<file path="src/rtl/spi_boot_pkg.sv">
package spi_boot_pkg;
  localparam int SIZE_W      = 20;
  localparam int DIV_FIELD_W = 10;
  localparam int HDR_WORDS   = 32;
  localparam int PROBE_WORDS = 4;
  localparam logic [7:0] CMD_READ = 8'h03;
  localparam logic [7:0] CMD_FAST = 8'h0B;

  typedef enum logic [3:0] {
    ST_IDLE, ST_OFF, ST_CMD, ST_ADDR, ST_DUMMY, ST_DATA, ST_GAP, ST_DONE, ST_ERR
  } boot_st_e;
endpackage

</file>
<file path="src/rtl/spi_boot_sck_gen.sv">
module spi_boot_sck_gen #(
  parameter int DIV_W = 16
) (
  input  logic             clk_i,
  input  logic             rst_ni,
  input  logic             en_i,
  input  logic [DIV_W-1:0] div_i,
  output logic             tick_o
);
  logic [DIV_W-1:0] cnt_q;

  always_ff @(posedge clk_i or negedge rst_ni) begin
    if (!rst_ni)            cnt_q <= '0;
    else if (!en_i)         cnt_q <= '0;
    else if (cnt_q == div_i) cnt_q <= '0;
    else                    cnt_q <= cnt_q + 1'b1;
  end

  assign tick_o = en_i && (cnt_q == div_i);
endmodule

</file>
<file path="src/rtl/spi_boot_byte_eng.sv">
module spi_boot_byte_eng #(
  parameter int DIV_W = 16
) (
  input  logic             clk_i,
  input  logic             rst_ni,
  input  logic             start_i,
  input  logic [7:0]       tx_i,
  input  logic [DIV_W-1:0] div_i,
  input  logic             miso_i,
  output logic             busy_o,
  output logic             done_o,
  output logic [7:0]       rx_o,
  output logic             sck_o,
  output logic             mosi_o
);
  logic       active_q, sck_q, done_q, tick;
  logic [2:0] bit_q;
  logic [7:0] tx_q, rx_q;

  spi_boot_sck_gen #(.DIV_W(DIV_W)) u_sck_gen (
    .clk_i (clk_i),
    .rst_ni(rst_ni),
    .en_i  (active_q),
    .div_i (div_i),
    .tick_o(tick)
  );

  // mode 0: sample on rise, shift on fall
  always_ff @(posedge clk_i or negedge rst_ni) begin
    if (!rst_ni) begin
      active_q <= 1'b0;
      sck_q    <= 1'b0;
      done_q   <= 1'b0;
      bit_q    <= '0;
      tx_q     <= '0;
      rx_q     <= '0;
    end else begin
      done_q <= 1'b0;
      if (start_i && !active_q) begin
        active_q <= 1'b1;
        tx_q     <= tx_i;
        bit_q    <= '0;
        sck_q    <= 1'b0;
      end else if (active_q && tick) begin
        if (!sck_q) begin
          sck_q <= 1'b1;
          rx_q  <= {rx_q[6:0], miso_i};
        end else begin
          sck_q <= 1'b0;
          if (bit_q == 3'd7) begin
            active_q <= 1'b0;
            done_q   <= 1'b1;
          end else begin
            bit_q <= bit_q + 3'd1;
            tx_q  <= {tx_q[6:0], 1'b0};
          end
        end
      end
    end
  end

  assign busy_o = active_q;
  assign done_o = done_q;
  assign rx_o   = rx_q;
  assign sck_o  = sck_q;
  assign mosi_o = active_q & tx_q[7];
endmodule

</file>
<file path="src/rtl/spi_boot_loader.sv">
module spi_boot_loader
  import spi_boot_pkg::*;
#(
  parameter int SYS_CLK_HZ = 125_000_000,
  parameter int SLOW_HZ    = 375_000,
  parameter int DIV_W      = 16,
  parameter int GAP_CYC    = 4
) (
  input  logic              clk_i,
  input  logic              rst_ni,
  input  logic [1:0]        strap_i,
  input  logic              miso_i,
  output logic              sck_o,
  output logic              cs_no,
  output logic              mosi_o,
  output logic              word_valid_o,
  input  logic              word_ready_i,
  output logic [31:0]       word_data_o,
  output logic [SIZE_W-1:0] word_addr_o,
  output logic              done_o,
  output logic              disabled_o,
  output logic              error_o
);
  localparam int SLOW_DIV = SYS_CLK_HZ / (2 * SLOW_HZ) - 1;
  localparam int GAP_W    = $clog2(GAP_CYC + 1);

  boot_st_e               st_q;
  logic                   phase_q, hs_q, valid_q;
  logic [1:0]             width_q, acnt_q, bcnt_q;
  logic [SIZE_W-1:0]      size_q, widx_q, addr_q;
  logic [DIV_FIELD_W-1:0] div_q;
  logic [23:0]            wsh_q;
  logic [31:0]            data_q;
  logic [GAP_W-1:0]       gap_q;

  logic             busy, bdone, start, end_cond, sel;
  logic [7:0]       rx, tx;
  logic [DIV_W-1:0] eng_div;
  logic [31:0]      full_w;

  assign full_w   = {wsh_q, rx};
  assign eng_div  = phase_q ? DIV_W'(div_q) : DIV_W'(SLOW_DIV);
  assign end_cond = phase_q ? (widx_q == size_q) : (widx_q == SIZE_W'(PROBE_WORDS));
  assign sel      = (st_q == ST_CMD) || (st_q == ST_ADDR) || (st_q == ST_DUMMY) ||
                    (st_q == ST_DATA);
  assign start    = !busy && !bdone &&
                    (((st_q == ST_CMD) || (st_q == ST_ADDR) || (st_q == ST_DUMMY)) ||
                     ((st_q == ST_DATA) && !valid_q && !end_cond));

  always_comb begin
    case (st_q)
      ST_CMD:  tx = (phase_q && hs_q) ? CMD_FAST : CMD_READ;
      ST_ADDR: tx = (phase_q && (acnt_q == width_q - 2'd1)) ? 8'(PROBE_WORDS * 4) : 8'h00;
      default: tx = 8'h00;
    endcase
  end

  spi_boot_byte_eng #(.DIV_W(DIV_W)) u_eng (
    .clk_i  (clk_i),
    .rst_ni (rst_ni),
    .start_i(start),
    .tx_i   (tx),
    .div_i  (eng_div),
    .miso_i (miso_i),
    .busy_o (busy),
    .done_o (bdone),
    .rx_o   (rx),
    .sck_o  (sck_o),
    .mosi_o (mosi_o)
  );

  always_ff @(posedge clk_i or negedge rst_ni) begin
    if (!rst_ni) begin
      st_q    <= ST_IDLE;
      phase_q <= 1'b0;
      hs_q    <= 1'b0;
      valid_q <= 1'b0;
      width_q <= '0;
      acnt_q  <= '0;
      bcnt_q  <= '0;
      size_q  <= '0;
      widx_q  <= '0;
      addr_q  <= '0;
      div_q   <= '0;
      wsh_q   <= '0;
      data_q  <= '0;
      gap_q   <= '0;
    end else begin
      if (valid_q && word_ready_i) valid_q <= 1'b0;
      case (st_q)
        ST_IDLE: begin
          width_q <= strap_i;
          st_q    <= (strap_i == 2'b00) ? ST_OFF : ST_CMD;
        end
        ST_CMD: if (bdone) begin
          st_q   <= ST_ADDR;
          acnt_q <= '0;
        end
        ST_ADDR: if (bdone) begin
          if (acnt_q == width_q - 2'd1) st_q <= (phase_q && hs_q) ? ST_DUMMY : ST_DATA;
          else acnt_q <= acnt_q + 2'd1;
        end
        ST_DUMMY: if (bdone) st_q <= ST_DATA;
        ST_DATA: begin
          if (bdone) begin
            bcnt_q <= bcnt_q + 2'd1;
            wsh_q  <= {wsh_q[15:0], rx};
            if (bcnt_q == 2'd3) begin
              if (!phase_q && (widx_q == '0) &&
                  (full_w[SIZE_W-1:0] < SIZE_W'(HDR_WORDS))) begin
                st_q <= ST_ERR;
              end else begin
                valid_q <= 1'b1;
                data_q  <= full_w;
                addr_q  <= widx_q;
                widx_q  <= widx_q + SIZE_W'(1);
                if (!phase_q) begin
                  case (widx_q[1:0])
                    2'd0:    size_q <= full_w[SIZE_W-1:0];
                    2'd2:    div_q  <= full_w[DIV_FIELD_W-1:0];
                    2'd3:    hs_q   <= full_w[0];
                    default: ;
                  endcase
                end
              end
            end
          end else if (!busy && !valid_q && end_cond) begin
            st_q  <= phase_q ? ST_DONE : ST_GAP;
            gap_q <= '0;
          end
        end
        ST_GAP: begin
          gap_q <= gap_q + 1'b1;
          if (gap_q == GAP_W'(GAP_CYC - 1)) begin
            phase_q <= 1'b1;
            st_q    <= ST_CMD;
          end
        end
        default: ;
      endcase
    end
  end

  assign cs_no        = !sel;
  assign word_valid_o = valid_q;
  assign word_data_o  = data_q;
  assign word_addr_o  = addr_q;
  assign done_o       = (st_q == ST_DONE);
  assign disabled_o   = (st_q == ST_OFF);
  assign error_o      = (st_q == ST_ERR);
endmodule

</file>
<file path="config.mk">
export PLATFORM = sky130hd
export DESIGN_NAME = spi_boot_loader
export DESIGN_NICKNAME = d
export VERILOG_FILES = /design/src/rtl/spi_boot_pkg.sv /design/src/rtl/spi_boot_sck_gen.sv /design/src/rtl/spi_boot_byte_eng.sv /design/src/rtl/spi_boot_loader.sv
export SDC_FILE = /design/constraint.sdc
export NUM_CORES = 1
export LEC_CHECK = 0
export ABC_CLOCK_PERIOD_IN_PS = 2500
export CAP_MARGIN = 25
export CORE_MARGIN = 1.5
export CORE_UTILIZATION = 45
export DETAILED_ROUTE_END_ITERATION = 10
export GPL_ROUTABILITY_DRIVEN = 0
export PLACE_DENSITY = 0.67
export SKIP_CTS_REPAIR_TIMING = 1
export SYNTH_ARGS = -nofsm -noshare
export SYNTH_HDL_FRONTEND = slang
export SYNTH_SLANG_ARGS = --single-unit
</file>
<file path="constraint.sdc">
create_clock -name clk_i -period 2.5 [get_ports clk_i]
set_clock_uncertainty 0.15 [all_clocks]
set_input_delay 0.25 -clock clk_i [delete_from_list [all_inputs] [get_ports clk_i]]
set_output_delay 0.25 -clock clk_i [all_outputs]
set_load 0.05 [all_outputs]
</file>
==> summary.md <==
| Metric | Value |
|---|---|
| Setup violators final | 0 |
| Power Density | 560 nW/µm² |
| Cell variety after synth | between 50 and 60 |
| Most used DFF post-synth | dfrtp_1 |
| Clk pwr share | 49.1% |
| Clock sink count | 180 |
| Psw | 1.33 mW |
| Kind of critical path | reg -> reg |
| Worst hold margin | 0.218 ns |
| Finished Core Util | between 50% and 60% |
| Die H | 139 µm |
| Largest net degree at the start of global routing | 66 |
| Initial Util | 46.3% |
| Final wirelength | 20000 µm |
| Fill cells | 1441 |
| Post-synth EDFFs | 0 |
| Post-route clock period utilization | ~100% |
| CP max FO | 6 |
| Switching Share | between 20% and 30% |
| Sequential share of the synthesized area | 53.8% |
| Synth area leaders | dfrtp_1 (54%), mux2_2 (11%), nand2_1 (5.4%), xnor2_1 (3.6%), nor2_1 (2.6%) |
| Register Area | around 4500 µm² |
| GRT Util Overall | 21.3% |
| Buffers on Ports | 64 |
| Syn Inst Count | approximately 750 |
| Max H-tree Level | 4 |
| Post-detail-place hpwl | 13800 µm |
| Dpl ws | -0.0218 ns |
| Initial antenna violation count | 0 |
| Critical Path RT | 2.67 ns |
| Clock transition at path regs | approximately 0.070 ns |
| Synth cell count leaders | dfrtp_1 (180), nand2_1 (121), mux2_2 (84), nor2_1 (59), xnor2_1 (34) |
| First-pass GRT wire length | 32900 µm |
| Critical path's top delay family | compound AO/OA/AOI/OAI gates |
| Mapped cell area | 8370 µm² |
| Synth async-reset ratio | 100% |
| Most common cell on crit path | buf_4 |
| Core area | 18100 µm² |
| Leakage | around 5.2 nW |
| Launch point of the worst reg-to-reg path | widx_q[6] |
| DRT Pass-1 Iters | 9 |
| Max Clk Rate | 0.401 GHz |
| Drt initial violations | 421 |
| Rel. slew slack | 58.7% |
| Syn-to-layout area delta | 25.5% |
| Multi-input logic area | 3720 µm² |
| Slew @ Worst Pin | 0.619 ns |
| Count leader, synth | dfrtp_1 |
| Final ANT Viol Nets | 0 |
| Worst Path Buf+Inv | 3 |
| Dpl cells | 1075 |
| Setup slack after layout | a little under 0.007 ns |
| Sequential share of power | 49.5% |
| Top cell type by total area after synthesis | dfrtp_1 |
| Die area | 19400 µm² |
| Slowest stage delay, CP | 0.39 ns |
| MaxCap Viol Count | 0 |
| Setup crit end kind | register |
| CTS buffer count | 17 |
| Die Wd | 139 µm |
| Slowest cell on the critical path | dfrtp_1 |
| Non-filler cells, final | 1114 |
| Vias in the first global route | 6290 |
| Crit path DAT | 2.66 ns |
| Synth top area share | 53.8% |
| Synthesized Nets | 768 |
| Synth Area per Inst | about 11 µm² |
| CTS tree | built |
| # rows | 49 |
| Share of layout cells above drive strength 1 | 26.1% |
| Final Max Tran Viols | 0 |
| P_int | around 4.6 mW |
| CTS max path bufs | 2 |
| ANT cells | 0 |
| VDD IR max | 0.000458 V |
| Crit. Startpoint | widx_q[6] |
| Root Driver | clkbuf_16 |
| CP Launch Type | register |
| Vias | 6184 |
| Vias/cell | 5.55 |
| Yosys warnings | 0 |
| Worst-Skew Late Latency | 0.44 ns |
| Status | finished, violations left |
| RSZ-0062 raised after global routing | yes |
| Io pins | 65 |
| Failing checks | DRC |
| Seq cells post-synth | 180 |
| Type of the tightest min-delay check | in -> async |
| Comb power frac | 1.3% |
| # DRC | 3 |
| Min Tclk post-route | 2.49 ns |
| Fin nets | 887 |
| Endpoints failing hold | 0 |
| Avg WL per Cell | about 18 µm |
| Global route overflow | 0 |
| Cell Chain, Critical Path | buf_4 > nor4bb_2 > a2bb2oi_1 > a32oi_1 > nand4_1 > buf_4 > o21ai_2 > nand2_2 > buf_4 > o22a_1 |
==> registers in the layout, summed over array words and instances (netlist names), 2 cells and up <==
name / count
widx_q: 20
wsh_q: 24
u_eng.tx_q: 8
u_eng.rx_o: 8
u_eng.u_sck_gen.cnt_q: 16
gap_q: 3
st_q: 4
size_q: 20
u_eng.bit_q: 3
div_q: 10
word_data_o: 32
bcnt_q: 2
width_q: 2
word_addr_o: 20
acnt_q: 2
==> cell families (layout without fill, tap and decap cells) <==
kind of cell	Yosys count	count (layout)	synth area share, %
AO/OA/AOI/OAI	68	68	5.26
XOR/XNOR	53	53	5.55
flip-flops	180	180	53.8
adder cells (fa/ha/maj)	9	9	1.35
AND/OR/NAND/NOR	281	281	16.1
multiplexers	108	108	14.8
buffers and inverters	54	186	3.15
==> power groups by stage <==
| stage | Combinational (mW) | Sequential (mW) | Clock, mW |
|---|---|---|---|
| floorplan | 0.00295 | 2.97 | 0 |
| global placement | 0.0788 | 2.97 | 0 |
| detailed placement | 0.0825 | 2.97 | 0 |
| CTS | 0.0828 | 2.91 | 2.93 |
| global route | 0.0925 | 2.91 | 3.05 |
| finish | 0.0790 | 2.91 | 2.89 |
==> area by class of cell <==
type                       count  share of cell area (%)
clock buffer                  17                    4.05
clock inverter                15                    1.95
inverter                      16                   0.572
multi-input combinational    519                    35.4
sequential                   180                    42.9
tap                          229                    2.73
timing repair buffer         138                    12.4
==> per-stage QoR <==
stage / power, mW / setup TNS [ns] / area (µm²)
after floorplan: 2.97 / 0 / 8370
after global placement: 3.05 / -0.191 / 9660
after detailed placement: 3.05 / -0.114 / 9660
after CTS: 5.93 / -0.372 / 10300
after global routing: 6.06 / -4.79 / 10500
final: 5.88 / 0 / 10500
==> cells in the final DEF (no fill, tap or decap), types with 3 or more instances in the layout <==
cell	count
nand4_1	19
mux2_4	11
mux2_2	83
a31oi_1	5
nor2b_1	5
o22ai_1	3
nor4_2	4
a22o_1	4
nor4_1	4
inv_1	13
nand3b_1	3
xor2_1	19
and3_1	6
o21ai_0	26
inv_6	4
ha_1	9
nor2_2	3
clkbuf_16	18
buf_4	67
mux2i_1	12
buf_6	4
nand2_1	120
buf_12	5
o21ai_1	3
or3_1	5
bufinv_16	3
xnor2_1	33
a21oi_1	4
a32oi_1	4
nand2b_1	3
nor3_1	5
inv_8	5
nor4bb_1	7
dfrtp_1	179
nor2_1	56
clkdlybuf4s50_1	59
nand3_1	21
==> layer usage <==
metal / track usage (%) / part of all wire, % / vias up
met3: 3.54 / 5.1 / 37
met4: 7.73 / 2.2 / 0
li1: - / - / 2854
met1: 29.7 / 46 / 3101
met2: 33.7 / 47 / 192
met5: 0 / 0 / -
==> final timing paths <==
check / slack [ns] / end / cells past startpoint
setup / recovery: 0.007 / u_eng.busy_o / 10
hold / removal: 0.22 / word_data_o[31] / 2
setup reg to reg: 0.007 / u_eng.busy_o / 10
hold reg to reg: 0.33 / wsh_q[23] / 2
max in group asynchronous: 1.22 / u_eng.tx_q[5] / 3
min in group clk_i: 0.24 / word_valid_o / 2
No activity file was read; power rests on OpenSTA's default activity.
